<file path="config.mk">
export PLATFORM = sky130hd
export DESIGN_NAME = sprite_attr_dma
export DESIGN_NICKNAME = d
export VERILOG_FILES = /design/src/rtl/sad_pkg.sv /design/src/rtl/sad_ram.sv /design/src/rtl/sad_dma.sv /design/src/rtl/sprite_attr_dma.sv
export SDC_FILE = /design/constraint.sdc
export NUM_CORES = 2
export LEC_CHECK = 0
export ABC_AREA = 1
export BUFFER_PORTS_ARGS = -buffer_cell sky130_fd_sc_hd__buf_4
export CAP_MARGIN = 20
export CORE_ASPECT_RATIO = 0.6
export CORE_MARGIN = 3
export CORE_UTILIZATION = 40
export DETAILED_ROUTE_END_ITERATION = 8
export SYNTH_ARGS = -nofsm -noshare
export SYNTH_HDL_FRONTEND = slang
export SYNTH_HIERARCHICAL = 1
export SYNTH_SLANG_ARGS = --single-unit
</file>
<file path="constraint.sdc">
create_clock -name clk -period 20.6 [get_ports clk]
set_clock_uncertainty 0.1 [all_clocks]
set_input_delay 4.12 -clock clk [delete_from_list [all_inputs] [get_ports clk]]
set_output_delay 4.12 -clock clk [all_outputs]
set_load 0.05 [all_outputs]
</file>
<file path="src/rtl/sad_pkg.sv">
package sad_pkg;
  typedef enum logic [1:0] {
    SEL_PTR  = 2'd0,
    SEL_DATA = 2'd1,
    SEL_DMA  = 2'd2,
    SEL_NONE = 2'd3
  } sad_sel_e;
endpackage

</file>
<file path="src/rtl/sad_ram.sv">
module sad_ram #(
  parameter int AW = 8,
  parameter int DW = 8
) (
  input  logic          clk,
  input  logic          we,
  input  logic          re,
  input  logic [AW-1:0] addr,
  input  logic [DW-1:0] wdata,
  output logic [DW-1:0] rdata
);
  localparam int DEPTH = 1 << AW;

  logic [DW-1:0] mem [DEPTH];

  // single port, read-first, registered output: maps onto block RAM
  always_ff @(posedge clk) begin
    if (we) mem[addr] <= wdata;
    if (re) rdata <= mem[addr];
  end
endmodule

</file>
<file path="src/rtl/sad_dma.sv">
module sad_dma #(
  parameter int AW = 8,
  parameter int PW = 8
) (
  input  logic             clk,
  input  logic             rst,
  input  logic             start,
  input  logic [PW-1:0]    start_page,
  output logic             busy,
  output logic             rd_en,
  output logic             wr_en,
  output logic [PW+AW-1:0] src_addr
);
  logic          wr_phase;
  logic [AW-1:0] cnt;
  logic [PW-1:0] page;

  always_ff @(posedge clk) begin
    if (rst) begin
      busy     <= 1'b0;
      wr_phase <= 1'b0;
      cnt      <= '0;
      page     <= '0;
    end else if (!busy) begin
      wr_phase <= 1'b0;
      cnt      <= '0;
      if (start) begin
        busy <= 1'b1;
        page <= start_page;
      end
    end else begin
      wr_phase <= ~wr_phase;
      if (wr_phase) begin
        cnt <= cnt + 1'b1;
        if (cnt == {AW{1'b1}}) busy <= 1'b0;
      end
    end
  end

  assign rd_en    = busy & ~wr_phase;
  assign wr_en    = busy & wr_phase;
  assign src_addr = {page, cnt};
endmodule

</file>
<file path="src/rtl/sprite_attr_dma.sv">
module sprite_attr_dma #(
  parameter int AW     = 8,
  parameter int DW     = 8,
  parameter int CPU_AW = 16
) (
  input  logic              clk,
  input  logic              rst,
  input  logic              reg_wr,
  input  logic              reg_rd,
  input  logic [1:0]        reg_sel,
  input  logic [DW-1:0]     reg_wdata,
  output logic [DW-1:0]     reg_rdata,
  output logic              reg_rvalid,
  output logic              mem_rd_en,
  output logic [CPU_AW-1:0] mem_addr,
  input  logic [DW-1:0]     mem_rdata,
  output logic              bus_hold
);
  import sad_pkg::*;

  localparam int PW = CPU_AW - AW;

  logic          busy, dma_rd, dma_wr;
  logic          ptr_wr, data_wr, data_rd, trig;
  logic [AW-1:0] ptr;
  logic          ram_we;
  logic [DW-1:0] ram_wdata;
  sad_sel_e      sel;

  assign sel     = sad_sel_e'(reg_sel);
  assign ptr_wr  = !busy && reg_wr && sel == SEL_PTR;
  assign data_wr = !busy && reg_wr && sel == SEL_DATA;
  assign trig    = !busy && reg_wr && sel == SEL_DMA;
  assign data_rd = !busy && reg_rd && sel == SEL_DATA;

  sad_dma #(.AW(AW), .PW(PW)) i_dma (
    .clk        (clk),
    .rst        (rst),
    .start      (trig),
    .start_page (reg_wdata[PW-1:0]),
    .busy       (busy),
    .rd_en      (dma_rd),
    .wr_en      (dma_wr),
    .src_addr   (mem_addr)
  );

  // the pointer doubles as DMA destination
  always_ff @(posedge clk) begin
    if (rst)                    ptr <= '0;
    else if (ptr_wr)            ptr <= reg_wdata[AW-1:0];
    else if (data_wr || dma_wr) ptr <= ptr + 1'b1;
  end

  assign ram_we    = data_wr | dma_wr;
  assign ram_wdata = dma_wr ? mem_rdata : reg_wdata;

  sad_ram #(.AW(AW), .DW(DW)) i_ram (
    .clk   (clk),
    .we    (ram_we),
    .re    (data_rd),
    .addr  (ptr),
    .wdata (ram_wdata),
    .rdata (reg_rdata)
  );

  always_ff @(posedge clk) begin
    if (rst) reg_rvalid <= 1'b0;
    else     reg_rvalid <= data_rd;
  end

  assign mem_rd_en = dma_rd;
  assign bus_hold  = busy;
endmodule

</file>
After elaboration in Yosys (flattened, before gate mapping)

Memories as Yosys holds them, arrays and structs flattened. A register that Yosys moved wholly into a read port is not among the register bits.
Cells that the tools add are included.

Bits in registers: 27
Memory bits (writable): 2048
Word-level logic and storage cells: 38
Memories: 1

Add/sub/neg operators: 2
Equal/unequal tests: 3
Multiplexer cells: 9
Bitwise operators: 5
Reduce and logical (&&, ||, !) cells: 12

Memories:

| name      | words | bits a word | rd ports | clocked after memory_dff | write ports | RTL line      | source |
|---|---|---|---|---|---|---|---|
| i_ram.mem | 256   | 8           | 1        | 1                        | 1           | sad_ram.sv:14 | `logic [DW-1:0] mem [DEPTH];` |

Operator list:

| cell                                                             | count |
|---|---|
| 8-bit two-way mux                                                | 3 |
| 8-bit by 1-bit adder with 8-bit output (second input constant)   | 2 |
| 8-bit == test (second input constant)                            | 1 |
| 1-bit logical AND                                                | 6 |
| 1-bit two-way mux                                                | 6 |
| 1-bit AND                                                        | 2 |
| 2-bit by 1-bit == test with 1-bit output (second input constant) | 1 |
| 2-bit == test (second input constant)                            | 1 |
| 2-bit zero test                                                  | 1 |
| 1-bit inverter                                                   | 2 |
| 2-bit AND reduction                                              | 1 |
| 2-bit nonzero test                                               | 1 |
| 2-bit OR reduction                                               | 1 |
| 1-bit zero test                                                  | 1 |
| 1-bit logical OR                                                 | 1 |
| 1-bit OR                                                         | 1 |

Longest topological paths before layout

Depth after elaboration: 6
Gate-level depth with buffers: 15
Mapped depth without buffers: 13

Cells and area by module

Netlist, hierarchy kept.

Modules (own cells, without submodules):

| module          | times used | cells an instance | area an instance (um^2) | seq. area each (um^2) |
|---|---|---|---|---|
| sad_ram         | 1          | 8021              | 84936.5                 | 61739.2 |
| sad_dma         | 1          | 100               | 749.5                   | 360.3 |
| sprite_attr_dma | 1          | 120               | 706.9                   | 180.2 |

Worst setup path before layout

No wires, ideal clock.

Path type: input -> register
Start: input port reg_wdata[2]
End: memory i_ram.mem[0][2], data pin
Arrival time: 14.065 ns
Path slack: 4.247 ns
Stages on the path: 2
Cell sequence: inv_1 > o21ai_0

Word-level cells in the longest chain between the ends: 1

RTL lines:

| element           | RTL line              | source |
|---|---|---|
| start, declared   | sprite_attr_dma.sv:11 | `input logic [DW-1:0] reg_wdata,` |
| 8-bit two-way mux | sprite_attr_dma.sv:55 | `assign ram_wdata = dma_wr ? mem_rdata : reg_wdata;` |
| net ram_wdata[2]  | sprite_attr_dma.sv:27 | `logic [DW-1:0] ram_wdata;` |
| end, declared     | sad_ram.sv:14         |  |

The timed path passes the listed nets, and every way through them passes these cells.

Worst setup path in the final report

Start: input port reg_wdata[2]
End: memory i_ram.mem[242][2], data pin

Same word-level chain as after synthesis.

==> flow_summary.toml <==
[routing]
firstDrtPassIters = 8
vias = 58470
avgRoutedWirePerCell_um = 22.32
drt_iter0_markers = 8237
wirelength_um = 248700
routed_via_density = 5.247
drc_errors = 0
drtAntennaViolNets = 0

[power_and_ir_drop]
p_comb_frac = 0.076
clkPwrFrac = 0.394
seqPwrFrac = 0.530
p_leak_nw = 37.01
p_sw_mw = 2.071
p_per_area_nw_per_um2 = 92.48
p_int_mw = 6.737
swShare = 0.2352
ir_drop_v = 0.00006608

[global_route]
use_met2 = 0.2899
grt.total_usage = 0.2198
grt.busiest_layer = "met1"
grt_pass1_wl_um = 363200
met1_usage = 0.3497
grt_start_max_net_pins = 204
antenna_found_initial = 10
met3_usage = 0.07033
grt_pass1_vias = 54080
grt_overflow = 0

[floorplan]
pin_count = 49
core_area_um2 = 213600
die-area_um2 = 221800
row_count = 131
die_h_um = 366.0
initial_utilization = 0.4045
die_w_um = 606.0

[worst_hold_path]
hold_class = "reg2reg"
min_to = "i_dma/cnt[6]"
min_from = "i_dma/cnt[6]"
holdPathStages = 2

[place]
post_dp_cell_area_um2 = 89300
place_inst = 10810
hpwlAfterDp_um = 151900
pre_cts_slack_ns = 12.65
port_buffers = 48
routabilityCongestion = 0.9184

[yosys]
synth_area_um2 = 86390
synth.distinct_cells = 31
synth_area_per_cell_um2 = 10.48
synth_top_cells_by_area = "edfxtp_1 71%, nand2_1 21%, nor2_1 1.7%"
syn-instance-count = 8241
syn_nets = 8265
synth_top_cell_by_area = "edfxtp_1"
synth_seq_area_share = 0.7209
netlist.area_leader.share = 0.7146
ys_warn_count = 6
ys_ff_latch = 2083

[critical_path]
cpPeakStageDelay_ns = 0.88
crit_required_ns = 21.01
crit_chain = "buf_4 > inv_1 > o21ai_4 > buf_4 > buf_4 > buf_4"
r2r_cells = 14
path_buf_inv = 5
r2r_slack_ns = 15.02
arrival_ns = 7.45
critical_path_depth = 6
r2r-start = "ptr[1]"
critPathTopFamily = "buffers and inverters"
end_kind = "flop"
path_class = "in2reg"
start_kind = "input pin"
rr_endpoint = "i_ram/rdata[7]"
crit_fanout = 66
crit_path_top_delay_cell = "buf_4"
cpMostUsedCell = "buf_4"

[final_layout]
ff_latch_area_um2 = 62290
final_area_um2 = 95250
fin_nets = 8170
stdcell_count = 11150
drive_above_1_share = 0.05204
final_util = 0.4460
multi_input_area_um2 = 22080
n_fill_cell = 19700
most-common-layout-cells = "4,818 x nand2_1, 2,056 x edfxtp_1, 384 x nor2_1"
final_common_cell = "nand2_1"
area_growth_pct = 10.26

[timing]
fmax_mhz = 142.1
rsz0062_at_grt = "no"
worst_pin_slew_ns = 1.174
setup_ws_ns = 13.56
slew_viol_final = 0
fin_crit_sh = 0.3415
setup_violations = 0
setup_tns_ns = 0
finalHoldViolCount = 0
max_slew_margin = 0.2155
min_period_ns = 7.036

[flow_run]
maxCapViolations = 0

[clock_network]
holdBufCountCts = 0
numCtsBuffers = 189
cts_root_buf = "clkbuf_16"
cts.htree.levels = 4
postCtsSetupBuffers = 0
ctsLongestPathBuffers = 4
clk_pin_slew_ns = 0.07
clkSinkCount = 2083
cts_tree = "built"
clk_latency_ns = 0.85
cts-resized-gates = 0

[outcome]
status = "finished clean"
-- through the flow --
stage | hold WS [ns] | power [mW]
final | 0.3798 | 8.809
after CTS | 0.3910 | 8.846
after global placement | 0.3575 | 5.410
after global routing | 0.4141 | 9.100
after detailed placement | 0.3764 | 5.412
after floorplan | 0.3966 | 5.178
-- how the worst max path moves through the flow --
stage            startpoint                end
6_report       reg_wdata[2]  i_ram/mem[242][2]
5_1_grt        reg_wdata[2]  i_ram/mem[242][2]
4_1_cts        reg_wdata[2]  i_ram/mem[242][2]
3_5_place_dp   reg_wdata[2]   i_ram/mem[49][2]
3_3_place_gp   reg_wdata[2]  i_ram/mem[118][2]
2_1_floorplan  reg_wdata[2]    i_ram/mem[0][2]
-- power by group through the flow --
stage,Combinational (mW),Sequential [mW],Clock (mW)
floorplan,0.387,4.79,0
global placement,0.647,4.76,0
detailed placement,0.649,4.76,0
CTS,0.650,4.67,3.52
global route,0.730,4.67,3.70
finish,0.669,4.67,3.47
-- layer usage --
metal  vias up  wire length [um]
li1      26840                 -
met1     28400            114600
met2      2956             97300
met3       281             32950
met4         2              3890
met5         -                18
-- worst reg2reg max path: stages (launching register included) --
cell	delay, ns
dfxtp_4	0.58
inv_16	0.46
buf_4	0.87
buf_4	0.86
buf_4	0.89
nand2_1	0.31
nand2_1	0.11
nand2_1	0.06
nand2_1	0.15
o21ai_0	0.37
nand2_1	0.24
nor2_1	0.06
nor2_1	0.19
nor2_1	0.14
nand2_1	0.09
-- cells in the mapped netlist, drive strengths merged --
library cell,n
nand2,4835
edfxtp,2056
nor2,396
buf,250
nand3,201
o21ai,183
clkbuf,171
inv,65
a21oi,43
dfxtp,27
nor3,5
ha,2
o211ai,2
a31oi,1
clkinv,1
nand4,1
nor4,1
xor2,1
-- state kept, by name, summed over array words and instances, names as in the netlist --
register / cells
i_dma/wr_phase: 1
i_dma/page: 8
ptr: 8
reg_rvalid: 1
i_ram/mem: 2048
i_dma/busy: 1
i_ram/rdata: 8
i_dma/cnt: 8
-- cell type report --
type,instances,area share
well taps,2859,0.03755
inverters,66,0.002956
clock buffers,228,0.05186
flip-flops and latches,2083,0.6539
clock inverters,99,0.009970
multi-input cells,5671,0.2318
repair buffers,135,0.01185
diodes,4,0.0001051
-- cells by family (layout without fill, tap and decap cells) --
kind of cell    count (synthesis)  count (layout)  share of synthesized area
xor+xnor                        1               1                  0.0001014
simple gates                 5439            5439                     0.2403
compound gates                229             229                    0.01347
flops                        2083            2083                     0.7209
fa+ha+maj                       2               2                  0.0002896
buf+inv                       487             528                    0.02498
other cells                     0               4                          0
Power figures use the tool's default switching activity.
